## src/rtl/lcd_seq_pkg.sv

```systemverilog
package lcd_seq_pkg;

    localparam int NUM_BP = 4;

    typedef enum logic [1:0] {
        MODE_STATIC = 2'b00,
        MODE_MUX2   = 2'b01,
        MODE_MUX3   = 2'b10,
        MODE_MUX4   = 2'b11
    } mux_mode_e;

    typedef enum logic [1:0] {
        BP_IDLE    = 2'b00,
        BP_SEL_POS = 2'b01,
        BP_SEL_NEG = 2'b10
    } bp_code_e;

    typedef enum logic [1:0] {
        ROW_0 = 2'd0,
        ROW_1 = 2'd1,
        ROW_2 = 2'd2,
        ROW_3 = 2'd3
    } row_state_e;

    // Row that physical backplane k follows in a given mode.
    function automatic logic [1:0] bp_row(input mux_mode_e m, input int unsigned k);
        logic [1:0] kk;
        kk = 2'(k);
        unique case (m)
            MODE_STATIC: bp_row = 2'd0;
            MODE_MUX2:   bp_row = {1'b0, kk[0]};
            MODE_MUX3:   bp_row = (kk == 2'd3) ? 2'd1 : kk;
            MODE_MUX4:   bp_row = kk;
        endcase
    endfunction

endpackage

```

## src/rtl/lcd_frame_timer.sv

```systemverilog
module lcd_frame_timer
    import lcd_seq_pkg::*;
#(
    parameter int FRAME_CLKS = 24
) (
    input  logic       clk,
    input  logic       rst_n,
    input  logic       sync_in,
    input  mux_mode_e  mode_in,
    output row_state_e row,
    output logic       pol,
    output mux_mode_e  mode_act,
    output logic       frame_start
);

    localparam int TICK_W = $clog2(FRAME_CLKS);
    localparam int SLOT_1 = FRAME_CLKS;
    localparam int SLOT_2 = FRAME_CLKS / 2;
    localparam int SLOT_3 = FRAME_CLKS / 3;
    localparam int SLOT_4 = FRAME_CLKS / 4;

    logic [TICK_W-1:0] tick_q;
    logic [TICK_W-1:0] slot_q;
    row_state_e        state_q;
    row_state_e        state_d;
    mux_mode_e         mode_q;
    logic              pol_q;
    logic              frame_end;
    logic              slot_end;

    always_comb begin
        frame_end = sync_in || (tick_q == TICK_W'(FRAME_CLKS - 1));
        unique case (mode_q)
            MODE_STATIC: slot_end = (slot_q == TICK_W'(SLOT_1 - 1));
            MODE_MUX2:   slot_end = (slot_q == TICK_W'(SLOT_2 - 1));
            MODE_MUX3:   slot_end = (slot_q == TICK_W'(SLOT_3 - 1));
            MODE_MUX4:   slot_end = (slot_q == TICK_W'(SLOT_4 - 1));
        endcase
    end

    // Next-state: restart beats advance/wrap
    always_comb begin
        state_d = state_q;
        if (frame_end) begin
            state_d = ROW_0;
        end else if (slot_end) begin
            unique case (state_q)
                ROW_0: state_d = ROW_1;
                ROW_1: state_d = ROW_2;
                ROW_2: state_d = ROW_3;
                ROW_3: state_d = ROW_0;
            endcase
        end
    end

    // State register
    always_ff @(posedge clk or negedge rst_n) begin
        if (!rst_n) begin
            state_q <= ROW_0;
            tick_q  <= '0;
            slot_q  <= '0;
            pol_q   <= 1'b0;
            mode_q  <= MODE_STATIC;
        end else begin
            state_q <= state_d;
            if (frame_end) begin
                tick_q <= '0;
                slot_q <= '0;
                pol_q  <= ~pol_q;
                mode_q <= mode_in;
            end else begin
                tick_q <= tick_q + 1'b1;
                slot_q <= slot_end ? '0 : slot_q + 1'b1;
            end
        end
    end

    // Outputs
    always_comb begin
        row         = state_q;
        pol         = pol_q;
        mode_act    = mode_q;
        frame_start = (tick_q == '0);
    end

endmodule

```

## src/rtl/lcd_seg_shadow.sv

```systemverilog
module lcd_seg_shadow #(
    parameter int NUM_SEG = 32,
    parameter int ADDR_W  = (NUM_SEG > 1) ? $clog2(NUM_SEG) : 1
) (
    input  logic                    clk,
    input  logic                    rst_n,
    input  logic [3:0]              col_word,
    output logic [ADDR_W-1:0]       col_addr,
    output logic [NUM_SEG-1:0][3:0] shadow
);

    logic [ADDR_W-1:0] addr_q;

    always_ff @(posedge clk or negedge rst_n) begin
        if (!rst_n) begin
            addr_q <= '0;
            shadow <= '0;
        end else begin
            shadow[addr_q] <= col_word;
            addr_q <= (addr_q == ADDR_W'(NUM_SEG - 1)) ? '0 : addr_q + 1'b1;
        end
    end

    assign col_addr = addr_q;

endmodule

```

## src/rtl/lcd_bp_encoder.sv

```systemverilog
module lcd_bp_encoder
    import lcd_seq_pkg::*;
(
    input  mux_mode_e          mode,
    input  row_state_e         row,
    input  logic               pol,
    output logic [2*NUM_BP-1:0] bp_code
);

    for (genvar k = 0; k < NUM_BP; k++) begin : g_bp
        logic [1:0] map_row;
        assign map_row = bp_row(mode, k);
        always_comb begin
            if (map_row == row) begin
                bp_code[2*k +: 2] = pol ? BP_SEL_NEG : BP_SEL_POS;
            end else begin
                bp_code[2*k +: 2] = BP_IDLE;
            end
        end
    end

endmodule

```

## src/rtl/lcd_seg_encoder.sv

```systemverilog
module lcd_seg_encoder
    import lcd_seq_pkg::*;
#(
    parameter int NUM_SEG = 32
) (
    input  logic [NUM_SEG-1:0][3:0] shadow,
    input  row_state_e              row,
    input  logic                    pol,
    output logic [2*NUM_SEG-1:0]    seg_code
);

    for (genvar c = 0; c < NUM_SEG; c++) begin : g_seg
        assign seg_code[2*c +: 2] = {pol, shadow[c][row]};
    end

endmodule

```

## src/rtl/lcd_frame_seq.sv

```systemverilog
module lcd_frame_seq
    import lcd_seq_pkg::*;
#(
    parameter int FRAME_CLKS = 24,
    parameter int NUM_SEG    = 32,
    parameter int ADDR_W     = (NUM_SEG > 1) ? $clog2(NUM_SEG) : 1
) (
    input  logic                  clk,
    input  logic                  rst_n,
    input  logic [1:0]            mode_sel,
    input  logic [3:0]            col_word,
    input  logic                  sync_in,
    output logic [2*NUM_BP-1:0]   bp_code,
    output logic [2*NUM_SEG-1:0]  seg_code,
    output logic                  sync_out,
    output logic [ADDR_W-1:0]     col_addr
);

    row_state_e              act_row;
    logic                    frame_pol;
    mux_mode_e               mode_act;
    logic [NUM_SEG-1:0][3:0] shadow;

    lcd_frame_timer #(.FRAME_CLKS(FRAME_CLKS)) u_timer (
        .clk         (clk),
        .rst_n       (rst_n),
        .sync_in     (sync_in),
        .mode_in     (mux_mode_e'(mode_sel)),
        .row         (act_row),
        .pol         (frame_pol),
        .mode_act    (mode_act),
        .frame_start (sync_out)
    );

    lcd_seg_shadow #(.NUM_SEG(NUM_SEG), .ADDR_W(ADDR_W)) u_shadow (
        .clk      (clk),
        .rst_n    (rst_n),
        .col_word (col_word),
        .col_addr (col_addr),
        .shadow   (shadow)
    );

    lcd_bp_encoder u_bp (
        .mode    (mode_act),
        .row     (act_row),
        .pol     (frame_pol),
        .bp_code (bp_code)
    );

    lcd_seg_encoder #(.NUM_SEG(NUM_SEG)) u_seg (
        .shadow   (shadow),
        .row      (act_row),
        .pol      (frame_pol),
        .seg_code (seg_code)
    );

endmodule

```

## config.mk

```make
export PLATFORM = sky130hd
export DESIGN_NAME = lcd_frame_seq
export DESIGN_NICKNAME = d
export VERILOG_FILES = /design/src/rtl/lcd_seq_pkg.sv /design/src/rtl/lcd_frame_timer.sv /design/src/rtl/lcd_seg_shadow.sv /design/src/rtl/lcd_bp_encoder.sv /design/src/rtl/lcd_seg_encoder.sv /design/src/rtl/lcd_frame_seq.sv
export SDC_FILE = /design/constraint.sdc
export NUM_CORES = 1
export LEC_CHECK = 0
export CAP_MARGIN = 20
export CORE_MARGIN = 1.5
export CORE_UTILIZATION = 58
export CTS_BUF_LIST = sky130_fd_sc_hd__clkbuf_4 sky130_fd_sc_hd__clkbuf_8
export DETAILED_ROUTE_END_ITERATION = 12
export PLACE_DENSITY = 0.86
export SYNTH_ARGS = -nofsm -noshare
export SYNTH_HDL_FRONTEND = slang
export SYNTH_HIERARCHICAL = 1
export SYNTH_SLANG_ARGS = --single-unit
```

## constraint.sdc

```tcl
create_clock -name clk -period 2.4 [get_ports clk]
set_input_delay 0.24 -clock clk [delete_from_list [all_inputs] [get_ports clk]]
set_output_delay 0.24 -clock clk [all_outputs]
set_load 0.05 [all_outputs]
```

==> results of run 1 <==
## layout make-up
cell class,instances,area (um^2),share of cell area
clock buffers,22,284.0,0.03119
clock inverters,10,225.2,0.02473
inverters,8,30.03,0.003298
multi-input cells,273,3308,0.3633
flip-flops and latches,148,3706,0.4070
well taps,172,215.2,0.02363
repair buffers,107,1338,0.1469
## worst paths after layout
kind                                           start              endpoint  slack (ps)  depth (start not counted)
min in group asynchronous                      rst_n  u_shadow/shadow[100]         390                          2
worst min register to register   u_shadow/shadow[70]   u_shadow/shadow[70]         490                          1
max in group asynchronous                      rst_n        u_timer/row[0]        1220                          3
worst max-delay path                  u_timer/row[0]          seg_code[32]         140                          3
worst min-delay path                     mode_sel[0]   u_timer/mode_act[0]         340                          3
worst max register to register  u_shadow/col_addr[0]   u_shadow/shadow[10]         390                          4
## per-layer routing
metal / vias up / part of all wire / track usage
met5: - / 0 / 0
met4: 0 / 0.016 / 0.07871
met3: 22 / 0.037 / 0.04943
met2: 105 / 0.51 / 0.4004
met1: 2256 / 0.44 / 0.3083
li1: 1918 / - / -
## through the flow
step	utilization	setup WS (ps)	hold slack [ps]
final	0.7187	143.1	340.5
after detailed placement	0.6775	402.0	314.4
after global routing	0.7187	45.30	360.2
after global placement	0.6775	516.4	305.2
after floorplan	-	9.027	-55.59
after CTS	0.7185	44.01	322.6
## cells in the final DEF, fill, tap and decap left out, types with 2 or more instances in the layout
master and count:
a21oi_1 4, and2_1 2, and4bb_1 8, and4bb_2 5, buf_12 40, buf_4 55, bufinv_16 7, clkbuf_4 3
clkbuf_8 19, clkdlybuf4s50_1 9, clkinv_2 3, dfrtp_1 146, dfrtp_2 2, ha_1 10, inv_1 8, mux2_1 7
mux2_2 122, mux4_1 2, mux4_2 30, nand2_1 8, nand3_1 5, nand4_4 4, nand4b_1 5, nand4b_2 2
nand4b_4 6, nor2_1 10, nor2b_1 2, nor3_1 4, nor3_2 3, nor3b_1 2, nor4b_4 4, o21ai_1 3
xnor2_1 7, xor2_1 3
## power breakdown
part	switching [W]	internal (W)
sequential	0.0000907	0.00262
combinational	0.00171	0.000786
clock	0.000885	0.00153
## cells by family after synthesis
kind of cell / after synthesis
mux: 161
simple gates: 78
fa+ha+maj: 10
buf+inv: 74
flops: 148
xor+xnor: 10
compound gates: 14
## sequential cells by signal (all words and copies together), names as in the netlist
signal and count:
u_timer/slot_q 5, u_timer/tick_q 5, u_timer/mode_act 2, u_shadow/shadow 128
u_timer/row 2, u_shadow/col_addr 5, u_timer/pol 1
## worst max-delay path: stages, from the launching register on
cell	delay, ps
dfrtp_2	550
buf_12	240
mux4_1	570
buf_4	200
## what timing repair did
action | CTS | global route
resized for setup | 0 | 1
buffers inserted | 0 | 0
setup endpoints to repair | 0 | 1
hold endpoints to repair | 72 | 0
hold buffers | 1 | 0
==> flow_summary_export.csv, run 1 <==
group,metric,value,unit
run_status,status,"finished clean",
floorplanning,die_h,117.1,um
clocking,htree_num_levels,4,
layout,n_antenna_cell,0,
synthesis,synth_compound_area_frac,0.01342,
synthesis,synth_top_area_cell,"dfrtp_1",
clocking,clk_pin_slew_worst_paths,70,ps
power_and_ir_drop,p_per_area,837.5,mW/mm^2
global_route,grt_max_degree,75,
synthesis,synthDistinctLibCells,48,
synthesis,synth_area,0.007551,mm^2
synthesis,synth_fa_ha_area_frac,0.01657,
sta,finalMaxSlewViolations,0,
floorplanning,io_pins,87,
place,portBuffers,86,
clocking,clk_path_buf_depth,2,
global_route,gr-usage-all-layers,0.2365,
synthesis,ys_async_sr_fraction,1.000,
place,post-dp-hpwl,9610,um
synthesis,synth_common_cells,"dfrtp_1, mux2_2, buf_4, mux4_2, clkbuf_1",
clocking,clk_latency,450,ps
drt,ant_nets,0,
synthesis,synth_top_cell_area_share,0.4905,
drt,dr.pass1.iters,5,
worst_setup_path,start_kind,"flip-flop",
sta,rsz0062_at_grt,"no",
sta,fmax,0.4431,GHz
layout,drive_above_1_share,0.5475,
sta,min_period,2257,ps
sta,tightest_slew,832.9,ps
synthesis,synth.area.mux_share,0.2888,
worst_setup_path,cp-end-kind,"output pin",
flow_run,cap_violations,0,
synthesis,yosysWarnings,6,
drt,num_vias,4301,
drt,drc_errors,0,
global_route,grt_overflow_total,0,
place,place_area,0.008584,mm^2
synthesis,syn_inst,495,
floorplanning,rows,41,
place,dp_cells,707,
drt,drt_iter0_drc,168,
clocking,cts_buffers,17,
synthesis,yosysMostFrequentCell,"dfrtp_1",
synthesis,avgSynthCellArea,15.25,um^2
synthesis,synth_edf_count,0,
synthesis,synth-main-ff-cell,"dfrtp_1",
worst_setup_path,crit_path_max_fanout,16,
place,place_congestion,0.7956,
drt,totalWireLength,14660,um
layout,fillCellCount,794,
power_and_ir_drop,power,0.007626,W
synthesis,ys_ff_latch,148,
floorplanning,fp.dieArea,0.01371,mm^2
synthesis,syn_nets,514,
global_route,grt_pass1_wl,23890,um
sta,fin_skew,10.72,ps
layout,layout.cells.non_filler,740,
sta,finalCritPeriodShare,0.9404,
synthesis,synth_xor_area_frac,0.01160,
floorplanning,start_util,0.5959,
drt,routed_via_density,5.812,
global_route,antenna_found_initial,0,
clocking,cts_sinks,148,
layout,design_area,0.009106,mm^2
hold_path,min_path_type,"in2reg",
layout,syn_to_final_growth,20.60,%
worst_setup_path,arrival,2020,ps
synthesis,yosys.area_share.simple,0.1069,
sta,slew_headroom,0.4447,
drt,wire_per_inst,19.80,um
clocking,cts_root_buf,"clkbuf_8",
synthesis,ys_seq_area_frac,0.4905,
worst_setup_path,crit_type,"reg2out",
sta,fin_setup_tns,0,ps
synthesis,netlist_top_cells_area,"dfrtp_1, mux2_2, mux4_2",
layout,layout.nets,574,
sta,setup_violations,0,
synthesis,synth_top_family_by_area,"multiplexers",
worst_setup_path,cp.required,2160,ps
clocking,cts_tree,"built",
power_and_ir_drop,vdd_drop_max,1.004,mV
floorplanning,core-area,0.01267,mm^2
global_route,grt_pass1_vias,4539,
sta,hold_viol_final,0,
power_and_ir_drop,p_leak,3.832,nW
floorplanning,die_x,117.1,um
No activity file was read; power rests on OpenSTA's default activity.
==> inputs of run 2 (changes only) <==
--- a/config.mk
+++ b/config.mk
@@ -11,6 +11,7 @@
 export CTS_BUF_LIST = sky130_fd_sc_hd__clkbuf_4 sky130_fd_sc_hd__clkbuf_8
 export DETAILED_ROUTE_END_ITERATION = 12
 export PLACE_DENSITY = 0.86
+export SETUP_SLACK_MARGIN = 0.3
 export SYNTH_ARGS = -nofsm -noshare
 export SYNTH_HDL_FRONTEND = slang
 export SYNTH_HIERARCHICAL = 1
==> run 2 against run 1 <==
  * Die area is the same
  * Sequential cell count is the same
  * Sequential power is essentially flat
  * Via count grew 1.8%
  * Maximum frequency grew 3.3%
  * Count of clock-buffer cells in the layout grew 6
  * Final cell count grew 1.9%
==> flow_summary_export.csv, run 2 (same netlist as run 1, synthesis figures left out) <==
group,metric,value,unit
run_status,status,"finished clean",
layout,largest_reg_flops,128,
clocking,cts_buffers,17,
drt,dr.pass1.iters,4,
worst_setup_path,arrival,1950,ps
drt,drc_errors,0,
layout,layout.cells.non_filler,754,
floorplanning,rows,41,
clocking,clk_pin_slew_worst_paths,80,ps
worst_setup_path,crit_path_max_fanout,6,
place,portBuffers,86,
worst_setup_path,r2r.worst_path.cells,5,
sta,finalMaxSlewViolations,0,
sta,slew_headroom,0.5131,
worst_setup_path,crit_path_top_delay_cell,"mux4_2",
floorplanning,die_x,117.1,um
global_route,grt_overflow_total,0,
hold_path,min_path_type,"in2async",
clocking,cts_sinks,148,
worst_setup_path,worst-path-buf-inv,3,
sta,tightest_slew,728.1,ps
worst_setup_path,path_cells,"buf_12 -> buf_12 -> mux4_2 -> buf_12",
drt,ant_nets,0,
floorplanning,core-area,0.01267,mm^2
place,place_congestion,0.7765,
global_route,grt_pass1_wl,24870,um
drt,totalWireLength,15510,um
flow_run,cap_violations,0,
sta,fin_setup_tns,0,ps
layout,regMostFlops,"u_shadow/shadow",
worst_setup_path,start_kind,"flip-flop",
layout,fillCellCount,788,
place,pre_cts_slack,419.6,ps
worst_setup_path,crit_type,"reg2out",
sta,fmax,0.4576,GHz
worst_setup_path,cp.required,2160,ps
power_and_ir_drop,vdd_drop_max,0.8411,mV
worst_setup_path,max_stage_delay,550,ps
sta,hold_viol_final,0,
global_route,gr-usage-all-layers,0.2474,
layout,mostFrequentLayoutCells,"dfrtp_1, mux2_2, buf_4, buf_12, mux4_2",
worst_setup_path,crit_top_cell,"buf_12",
floorplanning,fp.dieArea,0.01371,mm^2
layout,syn_to_final_growth,21.94,%
place,post-dp-hpwl,9991,um
clocking,htree_num_levels,4,
sta,rsz0062_at_grt,"yes",
floorplanning,io_pins,87,
layout,n_antenna_cell,0,
power_and_ir_drop,p_per_area,766.1,mW/mm^2
floorplanning,start_util,0.5959,
drt,drt_iter0_drc,273,
drt,routed_via_density,5.809,
drt,wire_per_inst,20.57,um
sta,fin_skew,8.751,ps
clocking,cts_tree,"built",
floorplanning,die_h,117.1,um
clocking,cts_root_buf,"clkbuf_8",
power_and_ir_drop,power,0.007054,W
clocking,clk_path_buf_depth,2,
global_route,grt_pass1_vias,4583,
worst_setup_path,worstSetupPathDepth,4,
clocking,clk_latency,460,ps
place,dp_cells,708,
layout,layout.nets,588,
sta,finalWorstSetupSlack,214.5,ps
sta,min_period,2185,ps
sta,setup_violations,0,
power_and_ir_drop,p_leak,3.869,nW
global_route,antenna_found_initial,0,
layout,drive_above_1_share,0.5790,
worst_setup_path,cp-end-kind,"output pin",
worst_setup_path,crit_family,"multiplexers",
global_route,grt_max_degree,68,
drt,num_vias,4380,
layout,final_common_cell,"dfrtp_1",
sta,finalCritPeriodShare,0.9106,
[run 2: cell count changes in the layout (fill, tap and decap cells not counted), moves of 3 or more]
cell,change
buf_6,+7
clkbuf_8,+4
bufinv_16,-7
buf_4,+3
[run 2: layer usage]
| metal | routed length, um | vias up | global-route usage |
|---|---|---|---|
| met5 | 0 | - | 0 |
| met4 | 247 | 0 | 0.08273 |
| met3 | 780 | 22 | 0.06282 |
| met2 | 8080 | 116 | 0.4129 |
| met1 | 6401 | 2296 | 0.3197 |
| li1 | - | 1946 | - |
[run 2: final timing paths]
path / from / slack (ps) / end
max reg2reg: u_shadow/col_addr[0] / 560 / u_shadow/shadow[59]
min reg2reg: u_shadow/shadow[118] / 500 / u_shadow/shadow[118]
min: rst_n / 280 / u_shadow/shadow[94]
max: u_timer/row[0] / 210 / seg_code[40]
min in group clk: mode_sel[0] / 330 / u_timer/mode_act[0]
max in group asynchronous: rst_n / 1280 / u_shadow/shadow[54]
[run 2: stage by stage]
step | area (um^2) | hold WS, ps | utilization
3_3_place_gp | 8589 | 186.3 | 0.6779
5_1_grt | 9208 | 314.1 | 0.7267
3_5_place_dp | 8589 | 199.3 | 0.6779
4_1_cts | 9139 | 273.1 | 0.7212
2_1_floorplan | 7567 | -55.59 | -
6_report | 9208 | 281.0 | 0.7267
[run 2: where the power goes]
part | internal, W | total, W | switching (W) | leakage, nW
clock | 0.000932 | 0.00179 | 0.000861 | 0.204
sequential | 0.00262 | 0.00273 | 0.000105 | 1.75
combinational | 0.000812 | 0.00253 | 0.00172 | 1.92
[run 2: cell type report]
cell class,count,area [um^2],area share
sequential,148,3712,0.4032
multi-input combinational,273,3359,0.3649
timing repair buffer,121,1516,0.1647
clock buffer,28,354.1,0.03846
tap,172,215.2,0.02337
inverter,8,30.03,0.003261
clock inverter,4,20.02,0.002174
[run 2: repair_timing]
action                                  CTS  global route
cloned                                    2             0
pin swaps                                 2             3
resized for setup                        18            12
buffers inserted                          8             3
hold buffers                              1             0
endpoints found under the setup margin   37            37
hold endpoints to repair                 46             0
